==> src/rtl/irq_pkg.sv <==
package irq_pkg;
  typedef enum logic [2:0] {
    ST_IDLE,
    ST_PUSH_PC,
    ST_PUSH_SR,
    ST_FLAG,
    ST_STAT,
    ST_LOAD
  } seq_state_e;
endpackage

==> src/rtl/irq_arbiter.sv <==
module irq_arbiter #(
  parameter int N_SRC  = 4,
  parameter int RANK_W = 3
) (
  input  logic [N_SRC-1:0]  pend_i,
  input  logic [N_SRC-1:0]  en_i,
  input  logic              gie_i,
  input  logic              nmi_req_i,
  input  logic              nmi_en_i,
  output logic              req_o,
  output logic [RANK_W-1:0] rank_o
);
  logic [N_SRC-1:0] hit;

  assign hit = pend_i & en_i & {N_SRC{gie_i}};

  // rank 0 is the NMI; maskable source i has rank i+1, lowest index wins
  always_comb begin
    req_o  = 1'b0;
    rank_o = '0;
    if (nmi_req_i && nmi_en_i) begin
      req_o = 1'b1;
    end else begin
      for (int i = N_SRC - 1; i >= 0; i--) begin
        if (hit[i]) begin
          req_o  = 1'b1;
          rank_o = RANK_W'(i + 1);
        end
      end
    end
  end
endmodule

==> src/rtl/irq_status_reg.sv <==
module irq_status_reg #(
  parameter int W        = 16,
  parameter int KEEP_BIT = 6
) (
  input  logic         clk_i,
  input  logic         rst_ni,
  input  logic         entry_clr_i,
  input  logic         ret_i,
  input  logic [W-1:0] ret_sr_i,
  input  logic         sw_we_i,
  input  logic [W-1:0] sw_wdata_i,
  output logic [W-1:0] sr_o
);
  localparam logic [W-1:0] KEEP_MASK = W'(1) << KEEP_BIT;

  always_ff @(posedge clk_i or negedge rst_ni) begin
    if (!rst_ni)          sr_o <= '0;
    else if (entry_clr_i) sr_o <= sr_o & KEEP_MASK;
    else if (ret_i)       sr_o <= ret_sr_i;
    else if (sw_we_i)     sr_o <= sw_wdata_i;
  end


  ret_wins_chk: assert property (@(posedge clk_i) disable iff (!rst_ni)
    (ret_i && !entry_clr_i) |=> (sr_o == $past(ret_sr_i)));
endmodule

==> src/rtl/irq_entry_fsm.sv <==
module irq_entry_fsm
  import irq_pkg::*;
#(
  parameter int               W          = 16,
  parameter int               N_SRC      = 4,
  parameter int               RANK_W     = 3,
  parameter logic [W-1:0]     VEC_BASE   = 16'hFFFE,
  parameter logic [N_SRC-1:0] MULTI_MASK = 4'b0100
) (
  input  logic              clk_i,
  input  logic              rst_ni,
  input  logic              boundary_i,
  input  logic              req_i,
  input  logic [RANK_W-1:0] rank_i,
  input  logic [W-1:0]      pc_i,
  input  logic [W-1:0]      sp_i,
  input  logic [W-1:0]      sr_i,
  input  logic [W-1:0]      vec_data_i,
  output logic              busy_o,
  output logic              stk_we_o,
  output logic [W-1:0]      stk_addr_o,
  output logic [W-1:0]      stk_wdata_o,
  output logic              sp_we_o,
  output logic [W-1:0]      sp_o,
  output logic [N_SRC-1:0]  clr_o,
  output logic              sr_clr_o,
  output logic              vec_re_o,
  output logic [W-1:0]      vec_addr_o,
  output logic              pc_we_o,
  output logic [W-1:0]      pc_o
);
  seq_state_e        state_q, state_d;
  logic [RANK_W-1:0] rank_q;
  logic [W-1:0]      pc_q, sp_q;
  logic              go;

  assign go = (state_q == ST_IDLE) && boundary_i && req_i;

  always_comb begin
    state_d = state_q;
    case (state_q)
      ST_IDLE:    if (go) state_d = ST_PUSH_PC;
      ST_PUSH_PC: state_d = ST_PUSH_SR;
      ST_PUSH_SR: state_d = ST_FLAG;
      ST_FLAG:    state_d = ST_STAT;
      ST_STAT:    state_d = ST_LOAD;
      default:    state_d = ST_IDLE;
    endcase
  end

  always_ff @(posedge clk_i or negedge rst_ni) begin
    if (!rst_ni) begin
      state_q <= ST_IDLE;
      rank_q  <= '0;
      pc_q    <= '0;
      sp_q    <= '0;
    end else begin
      state_q <= state_d;
      if (go) begin
        rank_q <= rank_i;
        pc_q   <= pc_i;
        sp_q   <= sp_i;
      end
    end
  end

  assign busy_o      = (state_q != ST_IDLE);
  assign stk_we_o    = (state_q == ST_PUSH_PC) || (state_q == ST_PUSH_SR);
  assign stk_addr_o  = (state_q == ST_PUSH_PC) ? sp_q - W'(2) : sp_q - W'(4);
  assign stk_wdata_o = (state_q == ST_PUSH_PC) ? pc_q : sr_i;
  assign sp_we_o     = (state_q == ST_PUSH_SR);
  assign sp_o        = sp_q - W'(4);
  assign sr_clr_o    = (state_q == ST_STAT);
  assign vec_re_o    = (state_q == ST_STAT);
  assign vec_addr_o  = VEC_BASE - (W'(rank_q) << 1);
  assign pc_we_o     = (state_q == ST_LOAD);
  assign pc_o        = vec_data_i;

  for (genvar g = 0; g < N_SRC; g++) begin : g_clr
    assign clr_o[g] = (state_q == ST_FLAG) && (rank_q == RANK_W'(g + 1)) && !MULTI_MASK[g];
  end


  clr_onehot_chk: assert property (@(posedge clk_i) disable iff (!rst_ni) $onehot0(clr_o));

  vec_before_load_chk: assert property (@(posedge clk_i) disable iff (!rst_ni)
    pc_we_o |-> $past(vec_re_o));

  push_descend_chk: assert property (@(posedge clk_i) disable iff (!rst_ni)
    (stk_we_o && $past(stk_we_o)) |-> (stk_addr_o == $past(stk_addr_o) - W'(2)));
endmodule

==> src/rtl/irq_entry_seq.sv <==
module irq_entry_seq #(
  parameter int               W          = 16,
  parameter int               N_SRC      = 4,
  parameter int               GIE_BIT    = 3,
  parameter int               KEEP_BIT   = 6,
  parameter logic [W-1:0]     VEC_BASE   = 16'hFFFE,
  parameter logic [N_SRC-1:0] MULTI_MASK = 4'b0100
) (
  input  logic             clk_i,
  input  logic             rst_ni,
  input  logic [N_SRC-1:0] pend_i,
  input  logic [N_SRC-1:0] en_i,
  input  logic             nmi_req_i,
  input  logic             nmi_en_i,
  input  logic             boundary_i,
  input  logic [W-1:0]     pc_i,
  input  logic             sr_we_i,
  input  logic [W-1:0]     sr_wdata_i,
  input  logic             ret_i,
  input  logic [W-1:0]     ret_sr_i,
  output logic [W-1:0]     sr_o,
  output logic             busy_o,
  output logic [N_SRC-1:0] clr_o,
  input  logic [W-1:0]     sp_i,
  output logic             sp_we_o,
  output logic [W-1:0]     sp_o,
  output logic             stk_we_o,
  output logic [W-1:0]     stk_addr_o,
  output logic [W-1:0]     stk_wdata_o,
  output logic             vec_re_o,
  output logic [W-1:0]     vec_addr_o,
  input  logic [W-1:0]     vec_data_i,
  output logic             pc_we_o,
  output logic [W-1:0]     pc_o
);
  localparam int RANK_W = $clog2(N_SRC + 1);

  logic              req;
  logic [RANK_W-1:0] rank;
  logic              sr_clr;

  irq_arbiter #(.N_SRC(N_SRC), .RANK_W(RANK_W)) u_arb (
    .pend_i    (pend_i),
    .en_i      (en_i),
    .gie_i     (sr_o[GIE_BIT]),
    .nmi_req_i (nmi_req_i),
    .nmi_en_i  (nmi_en_i),
    .req_o     (req),
    .rank_o    (rank)
  );

  irq_status_reg #(.W(W), .KEEP_BIT(KEEP_BIT)) u_sr (
    .clk_i       (clk_i),
    .rst_ni      (rst_ni),
    .entry_clr_i (sr_clr),
    .ret_i       (ret_i),
    .ret_sr_i    (ret_sr_i),
    .sw_we_i     (sr_we_i),
    .sw_wdata_i  (sr_wdata_i),
    .sr_o        (sr_o)
  );

  irq_entry_fsm #(
    .W(W), .N_SRC(N_SRC), .RANK_W(RANK_W), .VEC_BASE(VEC_BASE), .MULTI_MASK(MULTI_MASK)
  ) u_fsm (
    .clk_i       (clk_i),
    .rst_ni      (rst_ni),
    .boundary_i  (boundary_i),
    .req_i       (req),
    .rank_i      (rank),
    .pc_i        (pc_i),
    .sp_i        (sp_i),
    .sr_i        (sr_o),
    .vec_data_i  (vec_data_i),
    .busy_o      (busy_o),
    .stk_we_o    (stk_we_o),
    .stk_addr_o  (stk_addr_o),
    .stk_wdata_o (stk_wdata_o),
    .sp_we_o     (sp_we_o),
    .sp_o        (sp_o),
    .clr_o       (clr_o),
    .sr_clr_o    (sr_clr),
    .vec_re_o    (vec_re_o),
    .vec_addr_o  (vec_addr_o),
    .pc_we_o     (pc_we_o),
    .pc_o        (pc_o)
  );


  gie_gate_chk: assert property (@(posedge clk_i) disable iff (!rst_ni)
    ($rose(busy_o) && !$past(nmi_req_i && nmi_en_i)) |-> $past(sr_o[GIE_BIT]));

  sr_cleared_chk: assert property (@(posedge clk_i) disable iff (!rst_ni)
    $past(vec_re_o) |-> !sr_o[GIE_BIT]);

  keep_bit_chk: assert property (@(posedge clk_i) disable iff (!rst_ni)
    $past(vec_re_o) |-> (sr_o[KEEP_BIT] == $past(sr_o[KEEP_BIT])));
endmodule

==> config.mk <==
export PLATFORM = sky130hd
export DESIGN_NAME = irq_entry_seq
export DESIGN_NICKNAME = d
export VERILOG_FILES = /design/src/rtl/irq_pkg.sv /design/src/rtl/irq_arbiter.sv /design/src/rtl/irq_status_reg.sv /design/src/rtl/irq_entry_fsm.sv /design/src/rtl/irq_entry_seq.sv
export SDC_FILE = /design/constraint.sdc
export NUM_CORES = 1
export LEC_CHECK = 0
export BUFFER_PORTS_ARGS = -buffer_cell sky130_fd_sc_hd__buf_2
export CORE_ASPECT_RATIO = 0.8
export CORE_MARGIN = 3
export CORE_UTILIZATION = 48
export DETAILED_ROUTE_END_ITERATION = 16
export PLACE_DENSITY_LB_ADDON = 0.2
export SLEW_MARGIN = 10
export SYNTH_ARGS = -nofsm -noshare
export SYNTH_HDL_FRONTEND = slang
export SYNTH_SLANG_ARGS = --single-unit
==> constraint.sdc <==
create_clock -name clk_i -period 5.5 [get_ports clk_i]
set_clock_uncertainty 0.1 [all_clocks]
set_input_delay 0.825 -clock clk_i [delete_from_list [all_inputs] [get_ports clk_i]]
set_output_delay 0.825 -clock clk_i [all_outputs]
set_load 0.05 [all_outputs]
==> results of run 1 <==
-- flip-flops by register name (all words and copies together), names as in the netlist --
register,cells
u_fsm.pc_q,16
u_fsm.rank_q,3
u_fsm.sp_q,16
u_fsm.state_q,3
u_sr.sr_o,16
-- worst max path at each step --
stage,to,depth (start not counted)
2_1_floorplan,stk_addr_o[14],6
6_report,stk_addr_o[14],7
4_1_cts,stk_addr_o[14],7
5_1_grt,stk_addr_o[14],7
3_5_place_dp,stk_addr_o[14],7
3_3_place_gp,stk_addr_o[14],7
-- through the flow --
| stage | instances | util, % | cell area, sq um | setup WS, ns |
|---|---|---|---|---|
| floorplan | 349 | - | 3430 | 1.88 |
| global placement | 532 | 59.8 | 3950 | 2.43 |
| detailed placement | 532 | 59.8 | 3950 | 2.30 |
| CTS | 540 | 61.3 | 4050 | 1.94 |
| global route | 540 | 61.3 | 4050 | 1.72 |
| finish | 540 | 61.3 | 4050 | 1.93 |
-- cells by family (layout without fill, tap and decap cells) --
group           count (synthesis)  in the layout
flops                          54             54
simple gates                   91             91
other cells                     2             14
mux                            63             63
buf+inv                        66            173
fa+ha+maj                       2              2
compound gates                 32             32
xor+xnor                       27             27
-- worst max-delay path: cells and delay by family (launching register included) --
kind          cells  cell delay, ns
simple gates      3            1.09
buf+inv           2            0.41
flops             1            0.42
fa+ha+maj         1            0.24
xor+xnor          1            0.17
-- power by group --
| part | leakage [nW] | switching (mW) | internal (mW) |
|---|---|---|---|
| registers | 0.654 | 0.191 | 0.562 |
| clock network | 0.0447 | 0.135 | 0.0921 |
| logic | 1.35 | 1.44 | 0.547 |
-- final cells by class --
cell class	instances	area, sq um
Multi-Input combinational cell	229	1670
Timing Repair Buffer	156	788
Clock inverter	3	25.0
Fill cell	593	2560
Sequential cell	54	1350
Tap cell	84	105
Inverter	9	33.8
Clock buffer	5	68.8
-- layer usage --
| metal | vias up | wire length (microns) |
|---|---|---|
| li1 | 1328 | - |
| met3 | 17 | 753 |
| met4 | 0 | 161 |
| met1 | 1311 | 3680 |
| met2 | 133 | 3830 |
| met5 | - | 0 |
-- Yosys cell counts, types with 5 or more instances --
master	count	area (sq um)
sky130_fd_sc_hd__dfrtp_1	54	1350
sky130_fd_sc_hd__mux2_2	47	529
sky130_fd_sc_hd__nor2_1	40	150
sky130_fd_sc_hd__buf_4	35	263
sky130_fd_sc_hd__a21oi_1	20	100
sky130_fd_sc_hd__mux2i_1	16	160
sky130_fd_sc_hd__xor2_1	16	140
sky130_fd_sc_hd__clkbuf_1	15	56.3
sky130_fd_sc_hd__nand2_1	12	45.0
sky130_fd_sc_hd__xnor2_1	11	96.3
sky130_fd_sc_hd__inv_1	9	33.8
sky130_fd_sc_hd__nor4_1	7	43.8
sky130_fd_sc_hd__nor3_1	6	30.0
sky130_fd_sc_hd__nor3b_1	5	37.5
sky130_fd_sc_hd__o21ai_0	5	25.0
==> impl_summary.log, run 1 <==
[metrics] Detailed Route WL: around 8.4 mm
[metrics] portion of netlist area occupied by mux cells: between 20 and 25%
[metrics] origin of the critical flop-to-flop path: u_fsm.state_q[1]
[metrics] number of standard-cell rows in the floorplan: 26
[metrics] Floorplan Core Area: approximately 0.0066 sq mm
[metrics] Max transition margin: 47.4%
[metrics] number of max-cap violations: 0
[metrics] Netlist Area Pre-Place: between 0.003 and 0.004 sq mm
[metrics] Worst path most repeated cell: sky130_fd_sc_hd__nor4b_1
[metrics] clock tree from TritonCTS: built
[metrics] width of the chip: between 90 and 100 microns
[metrics] synthesized-area fraction occupied by xor and xnor cells: 6.98%
[metrics] post-synthesis async set-or-reset flop share: 100%
[metrics] Final Max Slew Viols: 0
[metrics] post-synthesis sequential area ratio: 39.9%
[metrics] power per standard cell area: between 700 and 800 mW/mm^2
[metrics] dominant combinational cell family by area after synthesis: multiplexers
[metrics] Critical Path Source Type: register
[metrics] Reg2Reg Setup Slack: 2.79 ns
[metrics] delay of the slowest critical-path stage: 0.47 ns
[metrics] start point of the worst min-delay path: u_fsm.pc_q[14]
[metrics] global-route track usage on met3: 4.72%
[metrics] number of failing hold endpoints at the final stage: 0
[metrics] commonest cells after routing, fill and taps aside: sky130_fd_sc_hd__buf_2, sky130_fd_sc_hd__dfrtp_1, sky130_fd_sc_hd__mux2_2
[metrics] violation count after the first detailed-route iteration: 77
[metrics] H-tree lvl count: 2
[metrics] number of enable flip-flop cells after synthesis: 0
[metrics] overall power after layout: about 3.0 mW
[metrics] routed length per placed instance: about 16 microns
[metrics] class of the most critical hold timing path: register to register
[metrics] Final Wtd Congestion: slightly below 0.9
[metrics] global-route congestion overflow total: 0
[metrics] Total Negative Setup Slacks: 0 ns
[metrics] Worst Setup End Kind: primary output
[metrics] global-route wire length before repair: around 13 mm
[metrics] met1 demand-to-capacity share in global routing: a little over a quarter
[metrics] mean instance size in the synthesized netlist: 10.0 sq um
[metrics] CTS buffer count: 5
[metrics] cell leakage power: 2.05 nW
[metrics] number of distinct library cells after synthesis: 38
[metrics] FMAX: 0.280 GHz
[metrics] CTS sink cnt: between 50 and 60
[metrics] hold endpoint: u_fsm.pc_q[14]
[metrics] total die area: between 0.008 and 0.009 sq mm
[metrics] Req. time, crit path: approximately 4.6 ns
[metrics] layout overhead on the synthesized area: 19.5%
[metrics] Antenna Violating Nets Remaining: 0
[metrics] initial core utilization: approximately half
[metrics] worst supply voltage drop on vdd: between 300 and 400 uV
[metrics] count of buffers inserted at the top-level ports: ~150
[metrics] synthesized instance count: 337
[metrics] CTS root buffer: sky130_fd_sc_hd__clkbuf_8
[metrics] vias per inst: between 5 and 6
[metrics] Hold Path Stages: 1
[metrics] Ports: 200
[metrics] post-route clock period utilization: ~65%
[metrics] post-detailed-placement half-perimeter wirelength: about 6.6 mm
[metrics] setup repair after global routing missed its margin: no
[metrics] compound-gate portion of the synthesized area: 5.47%
[metrics] leading cell type in the layout, fill and taps excluded: sky130_fd_sc_hd__buf_2
[metrics] Critical Path AT: 2.64 ns
[metrics] shortest period the worst path allows: ~3.6 ns
[metrics] worst slew pin tran: 0.790 ns
[metrics] fraction of final layout cells with drive strength greater than 1: roughly 48%
[metrics] worst-case clock buffer depth: 2
[metrics] flops & latches, synth: 54
[metrics] GRT Overall Usage: 20.5%
[metrics] ordered cell list for the critical path: inv_1 > ha_1 > nor4b_1 > nand3_1 > nor4b_1 > xor2_1 > buf_2
[metrics] top fanout value on the critical path: 4
[metrics] beginning of the critical path: u_fsm.sp_q[2]
[metrics] pin count of the biggest net entering global routing: 55
[metrics] area fraction in and, or, nand and nor cells after synthesis: about 14%
[metrics] slowest stage cell, crit path: sky130_fd_sc_hd__nor4b_1
[metrics] number of remaining DRC errors: 0
[metrics] number of global-route vias before repair: 2701
[metrics] count of hold buffers inserted by post-cts repair: 0
[metrics] main flop type after synthesis: sky130_fd_sc_hd__dfrtp_1
[metrics] Nets: approximately 550
[metrics] Hold Slack: 0.410 ns
[metrics] capture instance of the worst register-to-register path: u_fsm.pc_q[13]
[metrics] met2 capacity usage during global routing: between 30% and 40%
[metrics] insertion delay to the later sink of the worst-skew pair: about 0.31 ns
[metrics] Most Crowded Layer GR: met2
[metrics] first-pass iteration count of the detailed router: 4
[metrics] clock transition at the registers of the reported paths: 0.10 ns
[metrics] number of endpoints failing setup at the final stage: 0
[metrics] Yosys warning count: 0
[metrics] ANT cells: 0
[metrics] result of the run: complete, no violations
[metrics] cells resized by post-CTS repair: 0
[metrics] Vert. Die Dim: 81.1 microns
[metrics] number of antenna violations at the first check in global routing: 0
[metrics] FF-to-FF path depth: 5
[metrics] DR vias: about 2800
[metrics] post-CTS setup buffer count: 0
[metrics] adder and majority gate portion of the synthesized area: less than 1%
[metrics] Crit Path Category: register to primary output
(Power assumes the default switching activity.)
==> inputs of run 2 (changes only) <==
CORE_UTILIZATION = 40   (was 48)
clock period = 3.24 ns   (was 5.5 ns; I/O delays follow)
==> impl_summary.log, run 2 (synthesis gave the netlist of run 1 again) <==
[metrics] DR vias: 2748 (was 2789)
[metrics] clock tree from TritonCTS: built (unchanged)
[metrics] Multi-input gate area: 0.00169 sq mm (was 0.00167 sq mm)
[metrics] first-pass iteration count of the detailed router: 5 (was 4)
[metrics] clock transition at the registers of the reported paths: 0.11 ns (was 0.10 ns)
[metrics] Critical Path Source Type: register (unchanged)
[metrics] Final Wtd Congestion: 0.836 (was 0.888)
[metrics] pin count of the biggest net entering global routing: 34 (was 55)
[metrics] width of the chip: 109 microns (was 99.9 microns)
[metrics] CTS buffer count: 5 (unchanged)
[metrics] FILL cells: 803 (was 593)
[metrics] CTS sink cnt: 54 (unchanged)
[metrics] Hold Slack: 0.0874 ns (was 0.410 ns)
[metrics] fraction of final layout cells with drive strength greater than 1: 48.5% (was 47.6%)
[metrics] violation count after the first detailed-route iteration: 86 (was 77)
[metrics] CTS root buffer: sky130_fd_sc_hd__clkbuf_8 (unchanged)
[metrics] beginning of the critical path: u_fsm.state_q[1] (was u_fsm.sp_q[2])
[metrics] Floorplan Core Area: 0.00809 sq mm (was 0.00660 sq mm)
[metrics] Critical Path AT: 2.43 ns (was 2.64 ns)
[metrics] global-route congestion overflow total: 0 (unchanged)
[metrics] switching power summed over all nets: 3.02 mW (was 1.77 mW)
[metrics] count of buffers inserted at the top-level ports: 153 (unchanged)
[metrics] H-tree lvl count: 2 (unchanged)
[metrics] area of all sequential standard cells: 0.00135 sq mm (unchanged)
[metrics] Antenna Violating Nets Remaining: 0 (unchanged)
[metrics] post-route clock period utilization: 93.0%
[metrics] power per standard cell area: 1250 mW/mm^2 (was 734 mW/mm^2)
[metrics] vias per inst: 4.86 (was 5.16)
[metrics] count of hold buffers inserted by post-cts repair: 0 (unchanged)
[metrics] delay of the slowest critical-path stage: 0.56 ns (was 0.47 ns)
[metrics] ANT cells: 0 (unchanged)
[metrics] Clk network pwr share: 9.2% (was 7.6%)
[metrics] shortest period the worst path allows: between 3 and 4 ns
[metrics] Sequential Power Share: 25.1% (was 25.3%)
[metrics] Ports: 200 (unchanged)
[metrics] post-CTS setup buffer count: 0 (unchanged)
[metrics] registers with the most flip-flops: u_fsm.pc_q (16), u_fsm.sp_q (16), u_sr.sr_o (16) (unchanged)
[metrics] setup repair after global routing missed its margin: no (unchanged)
[metrics] final std cell area, no fill: 0.00413 sq mm (was 0.00405 sq mm)
[metrics] switching share of power: 58.6% (was 59.6%)
[metrics] ordered cell list for the critical path: nor3b_4 > mux2i_1 > nor3_1 > xor2_1 > buf_2 (was inv_1 > ha_1 > nor4b_1 > nand3_1 > nor4b_1 > xor2_1 > buf_2)
[metrics] result of the run: complete, no violations (unchanged)
[metrics] Reg2Reg Setup Slack: 1.15 ns (was 2.79 ns)
[metrics] leading cell type in the layout, fill and taps excluded: sky130_fd_sc_hd__buf_2 (unchanged)
[metrics] Vert. Die Dim: 88.3 microns (was 81.1 microns)
[metrics] routed length per placed instance: 14.7 microns (was 15.6 microns)
[metrics] cell leakage power: 2.08 nW (was 2.05 nW)
[metrics] FMAX: 0.332 GHz
[metrics] Placed Instance Area: 0.00400 sq mm (was 0.00395 sq mm)
[metrics] number of antenna violations at the first check in global routing: 0 (unchanged)
[metrics] Worst Setup End Kind: primary output (unchanged)
[metrics] worst supply voltage drop on vdd: 760 uV (was 378 uV)
[metrics] Combinational Power Share: 65.7% (was 67.0%)
[metrics] slowest stage cell, crit path: sky130_fd_sc_hd__mux2i_1 (was sky130_fd_sc_hd__nor4b_1)
[metrics] global-route wire length before repair: 13.1 mm (was 13.0 mm)
[metrics] number of remaining DRC errors: 0 (unchanged)
[metrics] class of the most critical hold timing path: input port to async pin (was register to register)
[metrics] Max transition margin: 57.8% (was 47.4%)
[metrics] initial core utilization: 41.8% (was 51.3%)
[metrics] internal cell power: 2.13 mW (was 1.20 mW)
[metrics] commonest cells after routing, fill and taps aside: sky130_fd_sc_hd__buf_2, sky130_fd_sc_hd__dfrtp_1, sky130_fd_sc_hd__mux2_2 (unchanged)
[metrics] number of standard-cell rows in the floorplan: 29 (was 26)
[metrics] Total Negative Setup Slacks: 0 ns (unchanged)
[metrics] number of endpoints failing setup at the final stage: 0 (unchanged)
[metrics] worst slew pin tran: 0.633 ns (was 0.790 ns)
[metrics] GRT Overall Usage: 17.4% (was 20.5%)
[metrics] worst-case clock buffer depth: 2 (unchanged)
[metrics] Req. time, crit path: 2.65 ns (was 4.58 ns)
[metrics] overall power after layout: 5.15 mW (was 2.97 mW)
[metrics] insertion delay to the later sink of the worst-skew pair: 0.31 ns (about the same)
[metrics] origin of the critical flop-to-flop path: u_fsm.state_q[1] (unchanged)
[metrics] number of max-cap violations: 0 (unchanged)
[metrics] Nets: 554 (was 552)
[metrics] layout overhead on the synthesized area: 22.1% (was 19.5%)
[metrics] post-detailed-placement half-perimeter wirelength: 6.60 mm (was 6.62 mm)
[metrics] top fanout value on the critical path: 10 (was 4)
[metrics] number of failing hold endpoints at the final stage: 0 (unchanged)
[metrics] number of global-route vias before repair: 2644 (was 2701)
[metrics] Crit Path Category: register to primary output (unchanged)
[metrics] Final Max Slew Viols: 0 (unchanged)
[metrics] total die area: 0.00961 sq mm (was 0.00810 sq mm)
[metrics] Detailed Route WL: 8.32 mm (was 8.42 mm)
## run 2: changes by cell type in the layout (fill, tap and decap cells not counted)
| cell | before | now |
|---|---|---|
| sky130_fd_sc_hd__xor2_1 | 16 | 15 |
| sky130_fd_sc_hd__clkinvlp_4 | 1 | 0 |
| sky130_fd_sc_hd__nor4b_2 | 2 | 4 |
| sky130_fd_sc_hd__xor2_2 | 0 | 1 |
| sky130_fd_sc_hd__inv_6 | 1 | 2 |
| sky130_fd_sc_hd__bufinv_16 | 0 | 1 |
| sky130_fd_sc_hd__clkinv_4 | 1 | 0 |
| sky130_fd_sc_hd__nor4b_1 | 2 | 0 |
| sky130_fd_sc_hd__buf_4 | 3 | 5 |
## run 2: final cells by class
| cell class | count | share of cell area (%) |
|---|---|---|
| clock buffer | 5 | 1.67 |
| sequential | 54 | 32.7 |
| tap | 108 | 3.27 |
| inverter | 9 | 0.817 |
| clock inverter | 3 | 1.15 |
| timing repair buffer | 158 | 19.4 |
| multi-input combinational | 229 | 41.0 |
## run 2: through the flow
| step | setup WS, ns | util, % | cells |
|---|---|---|---|
| after floorplan | 0.0949 | - | 349 |
| after global placement | 0.360 | 49.5 | 558 |
| after detailed placement | 0.351 | 49.5 | 558 |
| after CTS | 0.0967 | 51.0 | 566 |
| after global routing | 0.0245 | 51.1 | 566 |
| final | 0.226 | 51.1 | 566 |
## run 2: per-layer routing
| metal | GRT usage (%) | vias to the layer above | routed length (microns) |
|---|---|---|---|
| li1 | - | 1339 | - |
| met1 | 23.0 | 1296 | 3730 |
| met2 | 27.8 | 107 | 3750 |
| met3 | 5.62 | 6 | 799 |
| met4 | 4.13 | 0 | 47 |
| met5 | 0 | - | 0 |
## run 2: power groups by stage
stage                     sequential [mW]  clock (mW)  combinational [mW]
after floorplan                      1.27           0                2.80
after CTS                            1.29       0.494                3.40
after global placement               1.28           0                3.38
final                                1.29       0.474                3.38
after detailed placement             1.30           0                3.40
after global routing                 1.35       0.521                3.57
## run 2: path summary, 6_finish.rpt
path / cells past startpoint / end
min: 1 / u_fsm.pc_q[12]
max reg2reg: 5 / u_fsm.sp_q[6]
min in group clk_i: 2 / u_fsm.pc_q[9]
max: 5 / stk_addr_o[7]
min reg2reg: 1 / u_fsm.pc_q[13]
max in group asynchronous: 2 / u_sr.sr_o[13]
## run 2: timing repair
action	CTS	global route
endpoints found under the setup margin	1	1
hold endpoints to repair	0	0
resized for setup	1	1
## run 2: worst max-delay path, delay by kind of cell (launching register included)
| family | cells | cell delay [ns] |
|---|---|---|
| simple gates | 2 | 0.62 |
| mux | 1 | 0.56 |
| flops | 1 | 0.48 |
| buf+inv | 1 | 0.28 |
| xor+xnor | 1 | 0.16 |
